--- src/rtl/hexld_pkg.sv ---
package hexld_pkg;
   localparam int unsigned BYTE_W = 8;

   localparam logic [BYTE_W-1:0] CH_MARK  = 8'h3A;
   localparam logic [BYTE_W-1:0] TYP_DATA = 8'h00;
   localparam logic [BYTE_W-1:0] TYP_EOF  = 8'h01;

   typedef enum logic [1:0] {
      ST_HUNT,
      ST_REC,
      ST_FIN
   } ld_state_e;

   typedef enum logic [2:0] {
      FLD_CNT,
      FLD_AHI,
      FLD_ALO,
      FLD_TYP,
      FLD_PAY,
      FLD_SUM
   } ld_field_e;
endpackage

--- src/rtl/hexld_digit.sv ---
module hexld_digit #(
   parameter bit ACCEPT_LOWER = 1'b1
) (
   input  logic [7:0] ch_i,
   output logic       is_hex_o,
   output logic [3:0] nib_o
);
   logic       dec_hit;
   logic       up_hit;
   logic       lo_hit;
   logic [7:0] dec_off;
   logic [7:0] up_off;
   logic [7:0] lo_off;

   assign dec_off = ch_i - 8'h30;
   assign up_off  = ch_i - 8'h37;
   assign lo_off  = ch_i - 8'h57;
   assign dec_hit = (ch_i >= 8'h30) && (ch_i <= 8'h39);
   assign up_hit  = (ch_i >= 8'h41) && (ch_i <= 8'h46);

   generate
      if (ACCEPT_LOWER) begin : g_lower
         assign lo_hit = (ch_i >= 8'h61) && (ch_i <= 8'h66);
      end else begin : g_upper_only
         assign lo_hit = 1'b0;
      end
   endgenerate

   always_comb begin
      nib_o = 4'h0;
      if (dec_hit)     nib_o = dec_off[3:0];
      else if (up_hit) nib_o = up_off[3:0];
      else if (lo_hit) nib_o = lo_off[3:0];
   end

   assign is_hex_o = dec_hit | up_hit | lo_hit;
endmodule

--- src/rtl/hexld_pair.sv ---
module hexld_pair #(
   parameter bit ACCEPT_LOWER = 1'b1
) (
   input  logic       clk,
   input  logic       rst_n,
   input  logic       clr_i,
   input  logic       en_i,
   input  logic [7:0] ch_i,
   output logic       byte_valid_o,
   output logic [7:0] byte_o,
   output logic       bad_o
);
   logic       is_hex;
   logic [3:0] nib;
   logic       phase_q;
   logic [3:0] hi_q;

   hexld_digit #(.ACCEPT_LOWER(ACCEPT_LOWER)) u_digit (
      .ch_i     (ch_i),
      .is_hex_o (is_hex),
      .nib_o    (nib)
   );

   always_ff @(posedge clk or negedge rst_n) begin
      if (!rst_n) begin
         phase_q <= 1'b0;
         hi_q    <= 4'h0;
      end else if (clr_i) begin
         phase_q <= 1'b0;
      end else if (en_i) begin
         if (!is_hex) begin
            phase_q <= 1'b0;
         end else begin
            if (!phase_q) hi_q <= nib;
            phase_q <= ~phase_q;
         end
      end
   end

   assign byte_valid_o = en_i & is_hex & phase_q & ~clr_i;
   assign byte_o       = {hi_q, nib};
   assign bad_o        = en_i & ~is_hex & ~clr_i;
endmodule

--- src/rtl/hexld_record.sv ---
module hexld_record
   import hexld_pkg::*;
#(
   parameter int unsigned ADDR_W = 16
) (
   input  logic              clk,
   input  logic              rst_n,
   input  logic              start_i,
   input  logic              ch_valid_i,
   input  logic [7:0]        ch_i,
   input  logic              byte_valid_i,
   input  logic [7:0]        byte_i,
   input  logic              bad_i,
   output logic              busy_o,
   output logic              wr_en_o,
   output logic [ADDR_W-1:0] wr_addr_o,
   output logic [7:0]        wr_data_o,
   output logic              done_o,
   output logic              error_o
);
   ld_state_e        state_q;
   ld_field_e        field_q;
   logic [7:0]       cnt_q;
   logic [7:0]       typ_q;
   logic [15:0]      addr_q;
   logic [7:0]       sum_q;
   logic [7:0]       sum_nx;
   logic             err_q;
   logic             done_q;
   logic             wr_q;
   logic [ADDR_W-1:0] wa_q;
   logic [7:0]       wd_q;

   assign sum_nx = sum_q + byte_i;

   always_ff @(posedge clk or negedge rst_n) begin
      if (!rst_n) begin
         state_q <= ST_HUNT;
         field_q <= FLD_CNT;
         cnt_q   <= 8'h00;
         typ_q   <= 8'h00;
         addr_q  <= 16'h0000;
         sum_q   <= 8'h00;
         err_q   <= 1'b0;
         done_q  <= 1'b0;
         wr_q    <= 1'b0;
         wa_q    <= '0;
         wd_q    <= 8'h00;
      end else begin
         wr_q <= 1'b0;
         if (start_i) begin
            state_q <= ST_HUNT;
            field_q <= FLD_CNT;
            err_q   <= 1'b0;
            done_q  <= 1'b0;
         end else begin
            unique case (state_q)
               ST_HUNT: begin
                  if (ch_valid_i && ch_i == CH_MARK) begin
                     state_q <= ST_REC;
                     field_q <= FLD_CNT;
                  end
               end
               ST_REC: begin
                  if (bad_i) begin
                     err_q   <= 1'b1;
                     state_q <= ST_HUNT;
                  end else if (byte_valid_i) begin
                     unique case (field_q)
                        FLD_CNT: begin
                           cnt_q   <= byte_i;
                           sum_q   <= byte_i;
                           field_q <= FLD_AHI;
                        end
                        FLD_AHI: begin
                           addr_q[15:8] <= byte_i;
                           sum_q        <= sum_nx;
                           field_q      <= FLD_ALO;
                        end
                        FLD_ALO: begin
                           addr_q[7:0] <= byte_i;
                           sum_q       <= sum_nx;
                           field_q     <= FLD_TYP;
                        end
                        FLD_TYP: begin
                           typ_q   <= byte_i;
                           sum_q   <= sum_nx;
                           field_q <= (cnt_q == 8'h00) ? FLD_SUM : FLD_PAY;
                        end
                        FLD_PAY: begin
                           sum_q <= sum_nx;
                           cnt_q <= cnt_q - 8'd1;
                           if (typ_q == TYP_DATA) begin
                              wr_q <= 1'b1;
                              wa_q <= addr_q[ADDR_W-1:0];
                              wd_q <= byte_i;
                           end
                           addr_q <= addr_q + 16'd1;
                           if (cnt_q == 8'd1) field_q <= FLD_SUM;
                        end
                        FLD_SUM: begin
                           if (sum_nx != 8'h00) err_q <= 1'b1;
                           field_q <= FLD_CNT;
                           if (typ_q == TYP_EOF) begin
                              state_q <= ST_FIN;
                              done_q  <= 1'b1;
                           end else begin
                              state_q <= ST_HUNT;
                           end
                        end
                        default: field_q <= FLD_CNT;
                     endcase
                  end
               end
               ST_FIN: state_q <= ST_FIN;
               default: state_q <= ST_HUNT;
            endcase
         end
      end
   end

   assign busy_o    = (state_q == ST_REC);
   assign wr_en_o   = wr_q;
   assign wr_addr_o = wa_q;
   assign wr_data_o = wd_q;
   assign done_o    = done_q;
   assign error_o   = err_q;

   p_wr_single_r4: assert property (@(posedge clk) disable iff (!rst_n)
      wr_q |=> !wr_q);
   p_err_sticky_r6: assert property (@(posedge clk) disable iff (!rst_n)
      (err_q && !start_i) |=> err_q);
   p_done_hold_r8: assert property (@(posedge clk) disable iff (!rst_n)
      (done_q && !start_i) |=> done_q);
   p_no_wr_done_r8: assert property (@(posedge clk) disable iff (!rst_n)
      done_q |-> !wr_q);
   p_start_clear_r9: assert property (@(posedge clk) disable iff (!rst_n)
      start_i |=> (!done_q && !err_q && !wr_q));
endmodule

--- src/rtl/hexld_top.sv ---
module hexld_top #(
   parameter int unsigned ADDR_W       = 16,
   parameter bit          ACCEPT_LOWER = 1'b1
) (
   input  logic              clk,
   input  logic              rst_n,
   input  logic              start_i,
   input  logic              rx_valid_i,
   input  logic [7:0]        rx_data_i,
   output logic              echo_valid_o,
   output logic [7:0]        echo_data_o,
   output logic              wr_en_o,
   output logic [ADDR_W-1:0] wr_addr_o,
   output logic [7:0]        wr_data_o,
   output logic              done_o,
   output logic              error_o
);
   generate
      if (ADDR_W < 1 || ADDR_W > 16) begin : g_bad_addr_w
         $error("hexld_top: ADDR_W must lie in 1..16");
      end
   endgenerate

   logic       busy;
   logic       byte_valid;
   logic [7:0] byte_val;
   logic       bad;
   logic       echo_v_q;
   logic [7:0] echo_d_q;

   always_ff @(posedge clk or negedge rst_n) begin
      if (!rst_n) begin
         echo_v_q <= 1'b0;
         echo_d_q <= 8'h00;
      end else begin
         echo_v_q <= rx_valid_i;
         if (rx_valid_i) echo_d_q <= rx_data_i;
      end
   end

   assign echo_valid_o = echo_v_q;
   assign echo_data_o  = echo_d_q;

   hexld_pair #(.ACCEPT_LOWER(ACCEPT_LOWER)) u_pair (
      .clk          (clk),
      .rst_n        (rst_n),
      .clr_i        (start_i),
      .en_i         (rx_valid_i & busy),
      .ch_i         (rx_data_i),
      .byte_valid_o (byte_valid),
      .byte_o       (byte_val),
      .bad_o        (bad)
   );

   hexld_record #(.ADDR_W(ADDR_W)) u_rec (
      .clk          (clk),
      .rst_n        (rst_n),
      .start_i      (start_i),
      .ch_valid_i   (rx_valid_i),
      .ch_i         (rx_data_i),
      .byte_valid_i (byte_valid),
      .byte_i       (byte_val),
      .bad_i        (bad),
      .busy_o       (busy),
      .wr_en_o      (wr_en_o),
      .wr_addr_o    (wr_addr_o),
      .wr_data_o    (wr_data_o),
      .done_o       (done_o),
      .error_o      (error_o)
   );

   p_echo_follow_r1: assert property (@(posedge clk) disable iff (!rst_n)
      rx_valid_i |=> (echo_valid_o && echo_data_o == $past(rx_data_i)));
   p_echo_quiet_r1: assert property (@(posedge clk) disable iff (!rst_n)
      !rx_valid_i |=> !echo_valid_o);
endmodule

--- config.mk ---
export PLATFORM = sky130hd
export DESIGN_NAME = hexld_top
export DESIGN_NICKNAME = d
export VERILOG_FILES = /design/src/rtl/hexld_pkg.sv /design/src/rtl/hexld_digit.sv /design/src/rtl/hexld_pair.sv /design/src/rtl/hexld_record.sv /design/src/rtl/hexld_top.sv
export SDC_FILE = /design/constraint.sdc
export NUM_CORES = 1
export LEC_CHECK = 0
export ABC_AREA = 1
export BUFFER_PORTS_ARGS = -buffer_cell sky130_fd_sc_hd__buf_2
export CORE_ASPECT_RATIO = 1.1
export CORE_MARGIN = 2
export CORE_UTILIZATION = 45
export CTS_BUF_LIST = sky130_fd_sc_hd__clkbuf_8
export DETAILED_ROUTE_END_ITERATION = 12
export PLACE_DENSITY = 0.75
export SLEW_MARGIN = 5
export SYNTH_ARGS = -nofsm -noshare
export SYNTH_HDL_FRONTEND = slang
export SYNTH_SLANG_ARGS = --single-unit
--- constraint.sdc ---
create_clock -name clk -period 2.6 [get_ports clk]
set_clock_uncertainty 0.2 [all_clocks]
set_input_delay 0.13 -clock clk [delete_from_list [all_inputs] [get_ports clk]]
set_output_delay 0.13 -clock clk [all_outputs]
set_load 0.005 [all_outputs]
# After elaboration in Yosys (flattened, before gate mapping)

Index checks and enable logic that the tools add are counted.

Flip-flop bits (word level): 86
Input port bits: 12
Output and inout port bits: 36
Logic and storage cells: 134

$add $sub $neg: 6
$lt $le $gt $ge: 6
Equality and inequality tests: 17
Multiplexer cells: 43
Bitwise gates (word level): 12
Reduce and logical (&&, ||, !) cells: 34

Operator list:

| cell                                                            | number |
|---|---|
| case mux 8 bit (2 select lines)                                 | 4 |
| AND reduction 5 bit                                             | 7 |
| 2-to-1 mux 1 bit                                                | 22 |
| nonzero test 2 bit                                              | 9 |
| adder 16 x 1 -> 16 bit (second input constant)                  | 1 |
| equality test 8 x 1 -> 1 bit (second input constant)            | 2 |
| >= comparator 8 x 7 -> 1 bit (second input constant)            | 2 |
| less-or-equal comparator 8 x 7 -> 1 bit (second input constant) | 2 |
| zero test 8 bit                                                 | 2 |
| 2-to-1 mux 3 bit                                                | 5 |
| case mux 3 bit (5 select lines)                                 | 1 |
| 2-to-1 mux 2 bit                                                | 6 |
| 2-to-1 mux 4 bit                                                | 3 |
| nonzero test 3 bit                                              | 4 |
| adder 8 bit                                                     | 1 |
| equality test 8 x 6 -> 1 bit (second input constant)            | 1 |
| >= comparator 8 x 6 -> 1 bit (second input constant)            | 1 |
| less-or-equal comparator 8 x 6 -> 1 bit (second input constant) | 1 |
| inequality test 4 x 2 -> 1 bit (second input constant)          | 2 |
| AND reduction 4 bit                                             | 2 |
| nonzero test 8 bit                                              | 1 |
| subtractor 4 x 3 -> 4 bit (second input constant)               | 2 |
| subtractor 8 x 1 -> 8 bit (second input constant)               | 1 |
| AND 1 bit                                                       | 6 |
| 20 further kinds                                                | 30 |

# Depth between registers and ports, before layout

Depth in word-level cells: 13
Mapped depth: 24
Depth with buffers taken out: 24

# Hierarchy

From an unflattened synthesis, not the netlist that was laid out.

Cells, all modules: 630
Area total of the unflattened synthesis: 4829.6 µm²

By module, submodules not included:

| module       | instances | cells an instance | area each (µm²) | sequential area each (µm²) |
|---|---|---|---|---|
| hexld_record | 1         | 529               | 4070.2          | 1801.7 |
| hexld_top    | 1         | 37                | 337.8           | 225.2 |
| hexld_pair   | 1         | 26                | 229.0           | 125.1 |
| hexld_digit  | 1         | 38                | 192.7           | 0.0 |

# Least setup slack after synthesis

No wires, ideal clock.

Path type: input port to flip-flop
Start point: input port rx_data_i[0]
End point: register u_rec.err_q (netlist: u_rec.error_o)
Arrival time: 2264 ps
Setup slack: 19 ps
Cell stages on the path: 20
Buffers on the path: 0
Cells stage by stage: inv_1 -> ha_1 -> a21oi_2 -> o21ai_1 -> nand2_2 -> o22ai_1 -> inv_1 -> fa_1 -> inv_1 -> nand3_1 -> nand2_1 -> nand2_1 -> nand2_1 -> nand3_1 -> nor2_1 -> nand3_1 -> nand2_1 -> nand2_1 -> nand3_1 -> nand2_1

RTL lines:

| item                                                                                    | RTL line            | text |
|---|---|---|
| start, declared                                                                         | hexld_top.sv:9      | `input logic [7:0] rx_data_i,` |
| >= comparator 8 x 7 -> 1 bit or less-or-equal comparator 8 x 7 -> 1 bit (tied branches) | hexld_digit.sv:23   | `assign lo_hit = (ch_i >= 8'h61) && (ch_i <= 8'h66);` |
| logical AND 1 bit                                                                       | hexld_digit.sv:23   |  |
| 2-to-1 mux 4 bit                                                                        | hexld_digit.sv:33   | `else if (lo_hit) nib_o = lo_off[3:0];` |
| 2-to-1 mux 4 bit                                                                        | hexld_digit.sv:32   | `else if (up_hit) nib_o = up_off[3:0];` |
| 2-to-1 mux 4 bit *                                                                      | hexld_digit.sv:31   | `if (dec_hit) nib_o = dec_off[3:0];` |
| via byte_val[1]                                                                         | hexld_top.sv:26     | `logic [7:0] byte_val;` |
| adder 8 bit *                                                                           | hexld_record.sv:34  | `assign sum_nx = sum_q + byte_i;` |
| nonzero test 8 bit *                                                                    | hexld_record.sv:102 | `if (sum_nx != 8'h00) err_q <= 1'b1;` |
| nonzero test 3 bit (no line) *                                                          | -                   |  |
| AND reduction 4 bit (no line) *                                                         | -                   |  |
| end signal, assigned                                                                    | hexld_record.sv:44  | `err_q <= 1'b0;` |
| end signal, assigned                                                                    | hexld_record.sv:54  | `err_q <= 1'b0;` |
| end signal, assigned                                                                    | hexld_record.sv:102 |  |
| end, declared                                                                           | hexld_record.sv:28  | `logic err_q;` |

The timed path passes the listed nets; every way through them passes the cells marked *. The select of a mux whose other input is x is not followed.
A chain may end at the register's enable or synchronous reset.

# Final worst setup path

Start point: input port rx_data_i[1]
End point: register u_rec.err_q (netlist: u_rec.error_o)

The elaborated chain is that of the path after synthesis.

==> run summary <==
RUN STATUS
-------------------------------------------------------------------------------------
Run status                                                               complete, no violations

LOGIC SYNTHESIS
-------------------------------------------------------------------------------------
Number of enable-type register cells in the synthesized netlist                     0
Most numerous cell in the Yosys netlist                                  sky130_fd_sc_hd__nand2_1
Portion of the post-synthesis area used by sequential elements                  0.448
Top-area cell type share of the netlist area                                    0.448
Syn. warnings                                                                       0
Library cells used by synthesis                                                    49
Post-synthesis average cell area                                             7.89 um2
Commonest cells in the synthesized netlist                               165 x sky130_fd_sc_hd__nand2_1, 86 x sky130_fd_sc_hd__dfrtp_1, 71 x sky130_fd_sc_hd__inv_1, 57 x sky130_fd_sc_hd__o21ai_0, 47 x sky130_fd_sc_hd__nor2_1
Share of flip-flops with an asynchronous set or reset after synthesis            1.00
Number of nets produced by synthesis                                              636
Area contributors post-synth                                             sky130_fd_sc_hd__dfrtp_1 45%, sky130_fd_sc_hd__nand2_1 13%, sky130_fd_sc_hd__o21ai_0 5.9%
Post-synthesis sequential element count                                            86
Cell type with the largest total area after synthesis                    sky130_fd_sc_hd__dfrtp_1
Cell count after synthesis                                                        609
Synthesized area                                                          0.00481 mm2
Top flip-flop cell by instance count after synthesis                     sky130_fd_sc_hd__dfrtp_1

SETUP PATH
-------------------------------------------------------------------------------------
Type of element launching the critical path                                input port
Worst-path cell chain                                                    buf_2, inv_2, ha_1, inv_1, o21ai_2, nand2_2, inv_1, o21ai_2, inv_1, ha_2, inv_1, fa_2, inv_1, nand3_1, nand2_1, nand2_1, nand2_1, nand3_1, nor2_1, nand3_1, nand2_1, nand2_1, nand3_1, nand2_1
Required time of the worst setup path                                         2680 ps
Minimum setup slack among reg-to-reg paths                                     460 ps
Critical path class                                                            in2reg
Largest stage delay on the critical path                                       370 ps
Critical Path End Type                                                      flip-flop
Cell mode on critical path                                               sky130_fd_sc_hd__nand2_1
Standard cell with the maximum stage delay on the critical path          sky130_fd_sc_hd__fa_2
Maximum fanout along the worst path                                                 6
Worst R2R End                                                            u_rec.error_o
Worst Reg2Reg Path Length in Cells                                                 13
Worst R2R Start                                                          u_pair.hi_q[0]
Crit path arrival time                                                        2420 ps

DIE
-------------------------------------------------------------------------------------
I/O Pins                                                                           48
Die width                                                                      103 um
Standard-cell rows                                                                 39
Initial standard-cell utilization of the core                                   0.462
Core area                                                                  0.0104 mm2
Die outline height                                                             112 um
Die area                                                                   0.0115 mm2

FINISH
-------------------------------------------------------------------------------------
Net count reported at finish                                                      723
Number of antenna cells inserted                                                    0
Share of layout cells above drive strength 1                                    0.201
Register Area                                                             0.00215 mm2
Filler cell count                                                                 968
Multi-input logic area                                                    0.00227 mm2
Filler-free cell count of the finished design                                     844
Area added between synthesis and finish                                         19.3%

TIMING
-------------------------------------------------------------------------------------
FMAX                                                                          426 MHz
Worst-margin pin slew                                                          726 ps
Headroom to the max-slew limit                                                  0.516
Final TNS setup                                                                  0 ps
Hold slack final                                                              88.2 ps
Final Max Slew Viols                                                                0
Final hold violation count                                                          0
Worst Slack Setup Final                                                        253 ps
Clock period minus worst slack                                                2350 ps
Share of the clock period used by the worst path after layout                   0.903
Number of failing setup endpoints in the final timing report                        0

GLOBAL ROUTING
-------------------------------------------------------------------------------------
Total global routing overflow                                                       0
Pin count of the biggest net entering global routing                               56
Wire length of the first global-routing pass                                 19000 um
Overall global routing resource usage                                           0.208
Number of global-route vias before repair                                        4123
Number of antenna violations at the first check in global routing                   0

PLACE
-------------------------------------------------------------------------------------
Cell count after placement                                                        815
Final weighted congestion of routability-driven global placement                0.890
Post-detailed-placement half-perimeter wirelength                             8200 um
Pre-CTS WS                                                                    -224 ps
Total of buffers placed on input and output ports                                  47

MIN PATH
-------------------------------------------------------------------------------------
Critical hold path startpoint                                            rx_data_i[2]
Worst-case hold path end point                                           u_rec.state_q[0]
Hold path depth                                                                     6
Path category of the worst min-delay check                                     in2reg

ROUTING
-------------------------------------------------------------------------------------
Starting DRC count in detailed routing                                            248
Routed wire length                                                           11500 um
Detailed Routing Iterations Pass 1                                                  6
Antenna viol nets, final                                                            0
Post-DR wirelength/cell                                                       13.6 um
DRC violation count after routing                                                   0
Total via count after detailed routing                                           4288
Via density per instance                                                         5.08

PWR
-------------------------------------------------------------------------------------
Switching part of the total power                                               0.310
Int Power                                                                   0.00217 W
Total power draw                                                            0.00315 W
VDD IR-drop max                                                              0.253 mV
Net load switching power                                                   0.000977 W
Leakage Power                                                                 2.97 nW
Total power density per cell area                                          550 mW/mm2
Proportion of power drawn by the clock network                                  0.353
Sequential fraction of design power                                             0.459
Combinational fraction of design power                                          0.188

CLOCK NETWORK
-------------------------------------------------------------------------------------
Number of sinks handled by clock tree synthesis                                    86
Cell at the root of the clock tree                                       sky130_fd_sc_hd__clkbuf_8
Clock tree from TritonCTS                                                         yes
Number of buffers inserted during clock tree synthesis                              9
Number of buffers inserted by post-CTS setup repair                                 0
Buffers from clock root to sink, at most                                            2
Clock network latency to the later pin of the worst-skew pair                  380 ps
Htree depth                                                                         3
Clock-pin slew of the registers on the worst-case setup and hold paths          90 ps

RUN
-------------------------------------------------------------------------------------
Reported max-cap violation count                                                    0

power by group through the flow:
stage                     sequential [W]  combinational (W)  clock (W)
after global routing             0.00145           0.000672    0.00118
after detailed placement         0.00147           0.000568          0
after CTS                        0.00145           0.000587    0.00113
after floorplan                  0.00146           0.000373          0
final                            0.00145           0.000591    0.00111
after global placement           0.00147           0.000559          0
cell families after synthesis:
group / Yosys count / share of synthesized area
XOR/XNOR: 9 / 0.0164
buffers and inverters: 91 / 0.0818
multiplexers: 4 / 0.00937
flip-flops: 86 / 0.448
AND/OR/NAND/NOR: 286 / 0.265
AO/OA/AOI/OAI: 118 / 0.139
adder cells (fa/ha/maj): 15 / 0.0406
worst max-delay path by stage:
stage                         end  slack, ps  depth (start not counted)         start
floorplan           u_rec.error_o         20                         20  rx_data_i[0]
global placement    u_rec.error_o       -100                         24  rx_data_i[1]
detailed placement  u_rec.error_o       -220                         24  rx_data_i[1]
CTS                 u_rec.error_o        180                         24  rx_data_i[1]
global route        u_rec.error_o        -20                         24  rx_data_i[1]
finish              u_rec.error_o        250                         24  rx_data_i[1]
what timing repair did:
action | 4_1_cts | 5_1_grt
endpoints found under the setup margin | 0 | 1
resized for setup | 0 | 6
hold endpoints to repair | 65 | 0
hold buffers | 13 | 0
state kept, by name (all words and copies together), names as in the netlist:
| name | cells |
|---|---|
| u_rec.sum_q | 8 |
| u_pair.phase_q | 1 |
| u_rec.addr_q | 16 |
| echo_valid_o | 1 |
| u_rec.error_o | 1 |
| u_rec.wr_en_o | 1 |
| u_rec.wr_data_o | 8 |
| u_rec.done_o | 1 |
| u_rec.state_q | 2 |
| echo_data_o | 8 |
| u_rec.wr_addr_o | 16 |
| u_pair.hi_q | 4 |
| u_rec.field_q | 3 |
| u_rec.typ_q | 8 |
| u_rec.cnt_q | 8 |
per-stage QoR:
stage	cell area, um2	utilization
final	5730	0.552
after global routing	5730	0.552
after CTS	5720	0.550
after detailed placement	5360	0.516
after global placement	5360	0.516
after floorplan	4810	-
per-layer routing:
| metal | vias up | GRT usage | wire (um) |
|---|---|---|---|
| met5 | - | 0 | 0 |
| met4 | 0 | 0.0916 | 269 |
| met3 | 20 | 0.0423 | 646 |
| met2 | 130 | 0.334 | 5540 |
| met1 | 1997 | 0.270 | 5040 |
| li1 | 2141 | - | - |
layout make-up:
class,count,area share
flip-flops and latches,86,0.375
inverters,78,0.0524
multi-input cells,432,0.397
well taps,143,0.0312
repair buffers,89,0.104
clock inverters,6,0.0159
clock buffers,10,0.0240
layout by cell type (no fill, tap or decap), drive strengths merged:
master and instances:
a22oi 1, o211ai 2, clkinv 1, mux2 4, ha 14, or2 2, a21oi 18, dlygate4sd3 13
inv 81, and3 1, nand3 34, nand4 7, nor3b 2, a21o 1, dfrtp 86, nand3b 2
a21boi 2, o31ai 2, bufinv 2, nor4 3, o22ai 1, xor2 7, nor3 10, o21ai 87
clkbuf 10, a41oi 1, buf 76, a31oi 2, o21a 1, xnor2 2, nand2 171, nor2 54
fa 1
worst max-delay path: cells and delay by family:
kind / cells / cell delay (ps)
AO/OA/AOI/OAI: 2 / 190
AND/OR/NAND/NOR: 12 / 890
adder cells (fa/ha/maj): 3 / 690
buffers and inverters: 7 / 520
Power figures use the tool's default switching activity.
